--- src/rtl/gpio_pkg.sv ---
package gpio_pkg;
    // Source selected for the read data bus
    typedef enum logic [1:0] {
        RSEL_NONE = 2'd0,
        RSEL_PORT = 2'd1,
        RSEL_LAT  = 2'd2,
        RSEL_DIR  = 2'd3
    } rd_src_e;

    // Direction first, then latch, then pins
    function automatic rd_src_e pick_read(input logic rd_dir, input logic rd_lat,
                                          input logic rd_port);
        if (rd_dir)       return RSEL_DIR;
        else if (rd_lat)  return RSEL_LAT;
        else if (rd_port) return RSEL_PORT;
        else              return RSEL_NONE;
    endfunction
endpackage

--- src/rtl/gpio_sync.sv ---
module gpio_sync #(
    parameter int WIDTH       = 8,
    parameter int SYNC_STAGES = 2
) (
    input  logic             clk,
    input  logic             rst_n,
    input  logic [WIDTH-1:0] async_in,
    output logic [WIDTH-1:0] sync_out
);
    logic [SYNC_STAGES-1:0][WIDTH-1:0] stage_d, stage_q;

    always_comb begin
        stage_d[0] = async_in;
        for (int s = 1; s < SYNC_STAGES; s++) begin
            stage_d[s] = stage_q[s-1];
        end
    end

    always_ff @(posedge clk or negedge rst_n) begin
        if (!rst_n) stage_q <= '0;
        else        stage_q <= stage_d;
    end

    assign sync_out = stage_q[SYNC_STAGES-1];

    // Cycles since reset, saturating, so $past never reaches before reset
    logic [1:0] age_d, age_q;
    always_comb age_d = (age_q == 2'd3) ? age_q : age_q + 2'd1;
    always_ff @(posedge clk or negedge rst_n) begin
        if (!rst_n) age_q <= '0;
        else        age_q <= age_d;
    end

    generate
        if (SYNC_STAGES == 2) begin : g_chk2
            // two-edge latency from pad to synchronized output
            p_sync_latency_r5: assert property (@(posedge clk) disable iff (!rst_n)
                (age_q >= 2'd2) |-> (sync_out == $past(async_in, 2)));
        end
    endgenerate
endmodule

--- src/rtl/gpio_regs.sv ---
module gpio_regs #(
    parameter int WIDTH = 8
) (
    input  logic             clk,
    input  logic             rst_n,
    input  logic             wr_lat,
    input  logic             wr_port,
    input  logic             wr_dir,
    input  logic [WIDTH-1:0] wdata,
    output logic [WIDTH-1:0] dir_bits,
    output logic [WIDTH-1:0] lat_bits
);
    typedef struct packed {
        logic [WIDTH-1:0] dir;
        logic [WIDTH-1:0] lat;
    } regs_t;

    regs_t regs_d, regs_q;

    always_comb begin
        regs_d = regs_q;
        if (wr_lat || wr_port) regs_d.lat = wdata;
        if (wr_dir)            regs_d.dir = wdata;
    end

    always_ff @(posedge clk or negedge rst_n) begin
        if (!rst_n) begin
            regs_q.dir <= '1;
            regs_q.lat <= '0;
        end else begin
            regs_q <= regs_d;
        end
    end

    assign dir_bits = regs_q.dir;
    assign lat_bits = regs_q.lat;

    // either latch address loads the latch on the next edge
    p_latch_load_r3: assert property (@(posedge clk) disable iff (!rst_n)
        (wr_lat || wr_port) |=> (lat_bits == $past(wdata)));
    // direction write lands on the next edge
    p_dir_load_r8: assert property (@(posedge clk) disable iff (!rst_n)
        wr_dir |=> (dir_bits == $past(wdata)));
    // direction holds without its strobe (R7: no override path into it)
    p_dir_hold_r10: assert property (@(posedge clk) disable iff (!rst_n)
        !wr_dir |=> $stable(dir_bits));
    // latch holds without a strobe
    p_lat_hold_r10: assert property (@(posedge clk) disable iff (!rst_n)
        !(wr_lat || wr_port) |=> $stable(lat_bits));
endmodule

--- src/rtl/gpio_pin_mux.sv ---
module gpio_pin_mux #(
    parameter int WIDTH = 8
) (
    input  logic [WIDTH-1:0] dir_bits,
    input  logic [WIDTH-1:0] lat_bits,
    input  logic [WIDTH-1:0] periph_sel,
    input  logic [WIDTH-1:0] periph_dout,
    input  logic [WIDTH-1:0] periph_oe,
    output logic [WIDTH-1:0] pad_out,
    output logic [WIDTH-1:0] pad_oe
);
    generate
        for (genvar b = 0; b < WIDTH; b++) begin : g_bit
            always_comb begin
                if (periph_sel[b]) begin
                    pad_out[b] = periph_dout[b];
                    pad_oe[b]  = periph_oe[b];
                end else begin
                    pad_out[b] = lat_bits[b];
                    pad_oe[b]  = ~dir_bits[b];
                end
            end
        end
    endgenerate
endmodule

--- src/rtl/gpio_port.sv ---
module gpio_port
    import gpio_pkg::*;
#(
    parameter int WIDTH       = 8,
    parameter int SYNC_STAGES = 2
) (
    input  logic             clk,
    input  logic             rst_n,
    input  logic             wr_lat,
    input  logic             wr_port,
    input  logic             wr_dir,
    input  logic             rd_lat,
    input  logic             rd_port,
    input  logic             rd_dir,
    input  logic [WIDTH-1:0] wdata,
    output logic [WIDTH-1:0] rdata,
    input  logic [WIDTH-1:0] periph_sel,
    input  logic [WIDTH-1:0] periph_dout,
    input  logic [WIDTH-1:0] periph_oe,
    input  logic [WIDTH-1:0] pad_in,
    output logic [WIDTH-1:0] pad_out,
    output logic [WIDTH-1:0] pad_oe,
    output logic [WIDTH-1:0] periph_din
);
    logic [WIDTH-1:0] dir_bits, lat_bits, pin_sync;
    rd_src_e          rd_src;

    gpio_regs #(.WIDTH(WIDTH)) u_regs (
        .clk      (clk),
        .rst_n    (rst_n),
        .wr_lat   (wr_lat),
        .wr_port  (wr_port),
        .wr_dir   (wr_dir),
        .wdata    (wdata),
        .dir_bits (dir_bits),
        .lat_bits (lat_bits)
    );

    gpio_sync #(.WIDTH(WIDTH), .SYNC_STAGES(SYNC_STAGES)) u_sync (
        .clk      (clk),
        .rst_n    (rst_n),
        .async_in (pad_in),
        .sync_out (pin_sync)
    );

    gpio_pin_mux #(.WIDTH(WIDTH)) u_mux (
        .dir_bits    (dir_bits),
        .lat_bits    (lat_bits),
        .periph_sel  (periph_sel),
        .periph_dout (periph_dout),
        .periph_oe   (periph_oe),
        .pad_out     (pad_out),
        .pad_oe      (pad_oe)
    );

    assign periph_din = pin_sync;
    assign rd_src     = pick_read(rd_dir, rd_lat, rd_port);

    always_comb begin
        unique case (rd_src)
            RSEL_DIR:  rdata = dir_bits;
            RSEL_LAT:  rdata = lat_bits;
            RSEL_PORT: rdata = pin_sync;
            default:   rdata = '0;
        endcase
    end

    // a taken-over bit carries the peripheral data on the pad
    p_periph_data_r6: assert property (@(posedge clk) disable iff (!rst_n)
        ((periph_sel & (pad_out ^ periph_dout)) == '0));
    // a taken-over bit carries the peripheral enable on the pad
    p_periph_oe_r7: assert property (@(posedge clk) disable iff (!rst_n)
        ((periph_sel & (pad_oe ^ periph_oe)) == '0));
    // an idle read bus is zero
    p_idle_read_r9: assert property (@(posedge clk) disable iff (!rst_n)
        !(rd_dir || rd_lat || rd_port) |-> (rdata == '0));
endmodule

--- config.mk ---
export PLATFORM = sky130hd
export DESIGN_NAME = gpio_port
export DESIGN_NICKNAME = d
export VERILOG_FILES = /design/src/rtl/gpio_pkg.sv /design/src/rtl/gpio_sync.sv /design/src/rtl/gpio_regs.sv /design/src/rtl/gpio_pin_mux.sv /design/src/rtl/gpio_port.sv
export SDC_FILE = /design/constraint.sdc
export NUM_CORES = 1
export LEC_CHECK = 0
export BUFFER_PORTS_ARGS = -buffer_cell sky130_fd_sc_hd__buf_2
export CAP_MARGIN = 20
export CORE_MARGIN = 2
export CORE_UTILIZATION = 35
export CTS_BUF_LIST = sky130_fd_sc_hd__clkbuf_4 sky130_fd_sc_hd__clkbuf_8 sky130_fd_sc_hd__clkbuf_16
export CTS_CLUSTER_DIAMETER = 80
export DETAILED_ROUTE_END_ITERATION = 12
export PLACE_DENSITY = 0.66
export SYNTH_ARGS = -nofsm -noshare
export SYNTH_HDL_FRONTEND = slang
export SYNTH_SLANG_ARGS = --single-unit
--- constraint.sdc ---
create_clock -name clk -period 1.15 [get_ports clk]
set_clock_uncertainty 0.05 [all_clocks]
set_input_delay 0.115 -clock clk [delete_from_list [all_inputs] [get_ports clk]]
set_output_delay 0.115 -clock clk [all_outputs]
set_load 0.05 [all_outputs]
* Word-level counts from Yosys, hierarchy flattened
Index checks and enable logic that the tools add are counted.
** Operators by class
- Equal/unequal tests :: 3
- Muxes and demuxes :: 20
- Bitwise logic cells :: 8
- Reductions and logical operators :: 1
** Operators with widths (number)
- $pmux W8 S3 :: 1
- $mux W1 :: 17
- $not A1 Y1 :: 8
- $eq A2 B2 Y1 const B :: 2
- $mux W2 :: 2
- $eq A2 B1 Y1 const B :: 1
- $logic_or A1 B1 Y1 :: 1
** Word-level totals
- Flip-flop bits (word level) :: 32
- Input port bits :: 48
- Output and inout port bits :: 32
- Word-level logic and storage cells :: 36

* Logic depth before layout (Yosys ltp)
- Word-level depth :: 5
- Gate-level depth with buffers :: 3
- Depth with buffers taken out :: 2

* Hierarchy
A second synthesis with hierarchy kept.
** Second synthesis, totals
- Cells, all modules :: 109
- Area total of the unflattened synthesis :: 1421.4 um^2
** Modules (own cells, without submodules)
- gpio_regs :: instances 1, cells an instance 34, area each 606.8 um^2
- gpio_sync :: instances 1, cells an instance 16, area each 400.4 um^2
- gpio_port :: instances 1, cells an instance 35, area each 224.0 um^2
- gpio_pin_mux :: instances 1, cells an instance 24, area each 190.2 um^2

* Worst setup path before layout
No wires, ideal clock.
- Path type :: reg2out
- Start point :: register u_sync.stage_q (netlist bit u_sync.sync_out[0])
- End point :: output rdata[0]
- Arrival time :: 1.509 ns
- Data required time :: 0.985 ns
- Path slack :: -0.524 ns
- Cell stages (with the launch flop) :: 3
- Buffers on the path :: 0
- Path through :: dfrtp_1 > nand3b_1 > a21oi_1
** Between the ends
- Cells in the longest elaborated chain, start to end :: 1
** Ends and longest elaborated chain
- start, declared :: RTL line gpio_sync.sv:10 : logic [SYNC_STAGES-1:0][WIDTH-1:0] stage_d, stage_q;
- start signal, assigned :: RTL line gpio_sync.sv:21 : else stage_q <= stage_d;
- $pmux W8 S3 :: RTL line gpio_port.sv:60 : unique case (rd_src)
- end, declared :: RTL line gpio_port.sv:16 : output logic [WIDTH-1:0] rdata,
Every way passes these cells.

* Worst setup path in the final report
- Start point :: register u_regs.regs_q[11] (netlist: u_regs.dir_bits[3])
- End point :: output rdata[3]
** Between the ends
- Cells in the longest elaborated chain, start to end :: 1
** Ends and longest elaborated chain
- start, declared :: RTL line gpio_regs.sv:18 : regs_t regs_d, regs_q;
- start signal, assigned :: RTL line gpio_regs.sv:31 : regs_q <= regs_d;
- $pmux W8 S3 :: RTL line gpio_port.sv:60
Every way passes these cells.

==> impl_results.md <==
* Status: finished with violations
* Failing checks: negative setup slack
* Final #Nets at 257
* CP endpoint kind: output port
* Routability cong. at 0.734
* Setup crit end: rdata[3]
* GRT overflow at 0
* H-Tree Depth at 2
* Number of diodes at 0
* DR vias/cell at 4.74
* Cell Area, Synth at 1380 um2
* Number of global-route vias before repair at 1353
* Drt total wl at 3.71 mm
* EDFF count, synth at 0
* Die X at 66.7 um
* First-pass GRT wire length at 5.78 mm
* LEAKAGE at 1.08 nW
* Max-cap violations at 0
* Largest net degree at the start of global routing at 20
* CTS Buffer Depth at 2
* Reg2reg setup slack at 0.18 ns
* Critical Path RT at 0.99 ns
* Synth Instances at 109
* Total power at 0.00322 W
* Yosys reg bits at 32
* Slew Limit Fails at 0
* Syn_area_per_cell at 12.6 um2
* Finished Cell Area at 2430 um2
* Setup ws final at -0.190 ns
* Crit Path Class: reg -> out
* Dpl ws at 0.00660 ns
* CTS sink cnt at 32
* Reg-to-Reg Start: u_regs.dir_bits[3]
* Reg-to-Reg End: u_regs.dir_bits[3]
* Commonest cells post-synth: 24 x dfrtp_1, 24 x mux2_2, 16 x a21oi_1
* YS warnings at 0
* Slew margin rel. at 75.7%
* Critical path launch point: u_regs.dir_bits[3]
* Fin crit period at 1.34 ns
* Worst R2R Path Depth at 3
* Worst-path fanout max at 2
* DRC viols at 0
* Worst setup SP type: register
* Hpwl dp at 2.60 mm
* Post-synth top area share at 43.6%
* Maximum VDD drop at 0.000897 V
* Antenna viol nets, final at 0
* Port Buffer Count at 79
* Layout cells sized above 1 at 80.0%
* Worst min-delay path class: in -> reg
* WL/cell at 14.4 um
* Clock transition at path regs at 0.06 ns
* Largest stage delay, worst path at 0.54 ns
* Root Buffer Master: clkbuf_8
* Synthesis-to-finish area growth at 76.5%
* CTS tree: built
* FFs w/ async S/R, synth at 100%
* Synth cell types at 11
* Max Fclk at 746 MHz
* WHS at 0.0396 ns
* Syn_nets at 157
* Detailed Route Iter0 Violations at 21
* Slowest-stage cell, CP: dfstp_2
* Die height at 66.7 um
* Synth top area cells: dfrtp_1 44%, mux2_2 20%, dfstp_2 15%, a21oi_1 5.8%, nand3b_1 4.4%
* Initial Util at 37.1%
* Area after DPL at 1990 um2
* Final setup violation count at 24
* I/O pins at 80
* Primary FF master, synth: dfrtp_1
* Hold violation count in the final report at 0
* Yosys top cell by area: dfrtp_1
* Post-synthesis sequential area ratio at 58.9%
* Pre-antenna DRT Iters at 4
* Initial antenna violation count at 0
* Crit-path cells: nor2b_2 -> a21oi_4 -> buf_6
* CTS Buf Count at 5
* CORE AREA at 3720 um2
* Die area at 4450 um2
* Total number of vias at 1223
* Final period utilization at 117%
* Share of the core filled with cells at 65.4%
* P per Cell Area at 1320 nW/um2
* Unrepaired setup endpoints after global routing: true
* GRT Resource Usage Total at 17.6%
* Standard-cell rows at 22
* Pin slew with the least headroom to its limit at 0.364 ns
* Clock latency on the worst-skew pair at 0.27 ns
* CP arrival at 1.17 ns
## state kept, by name, indices dropped and copies added (netlist names)
signal	cells
u_sync.stage_d	8
u_sync.sync_out	8
u_regs.lat_bits	8
u_regs.dir_bits	8
## power breakdown
part           switching (W)  internal [W]
clock               0.000374      0.000476
combinational       0.000619      0.000460
sequential         0.0000581       0.00123
## area by class of cell
type,instances,area [um2]
Tap cell,48,60.1
Multi-Input combinational cell,73,712
Timing Repair Buffer,97,746
Fill cell,300,1280
Clock buffer,6,82.6
Sequential cell,32,821
Clock inverter,2,10.0
## worst min-delay path by stage
stage | from | endpoint | cells past startpoint
after floorplan | rst_n | u_regs.lat_bits[0] | 0
after global placement | rst_n | u_regs.lat_bits[7] | 1
after detailed placement | rst_n | u_regs.lat_bits[7] | 1
after CTS | wdata[3] | u_regs.lat_bits[3] | 2
after global routing | wdata[5] | u_regs.lat_bits[5] | 2
final | wdata[2] | u_regs.lat_bits[2] | 2
## per-stage QoR
step                std cells  setup TNS (ns)
detailed placement        237               0
global placement          237               0
floorplan                 109          -0.162
CTS                       255           -3.27
finish                    258           -3.32
global route              258           -4.25
## placed cells by master, fill, tap and decap left out, drive strengths merged
cell type and count:
clkinv 2, nor2 1, nand2 8, nor2b 8, nand3b 8, dfstp 8
o21ai 8, dlygate4sd3 9, mux2 24, buf 88, dfrtp 24, a21oi 16
clkbuf 6
## layer usage
layer | global-route usage, % | share of wire, % | vias to the layer above
met5 | 0 | 0 | -
met4 | 8.42 | 2.2 | 0
met3 | 2.53 | 4.6 | 9
met2 | 34.3 | 57 | 43
met1 | 18.2 | 36 | 586
li1 | - | - | 585
## repair_timing
item / 4_1_cts / 5_1_grt
endpoints found under the hold margin: 35 / 0
gates resized for setup: 60 / 12
pin swaps: 4 / 2
endpoints found under the setup margin: 24 / 24
hold buffers: 9 / 0
buffers inserted: 1 / 3
## critical path, delay by kind of cell, from the launching register on
kind | cells | cell delay [ns]
flops | 1 | 0.54
buf+inv | 1 | 0.17
compound gates | 1 | 0.13
simple gates | 1 | 0.05
## logic make-up (layout without fill, tap and decap cells)
kind of cell / Yosys count / after routing / synth area share [%]
DFF: 32 / 32 / 58.9
and+or+nand+nor: 25 / 25 / 11.0
AOI/OAI and AO/OA: 24 / 24 / 8.72
muxes: 24 / 24 / 19.6
buffers and inverters: 4 / 105 / 1.82
No activity file was read; power rests on OpenSTA's default activity.
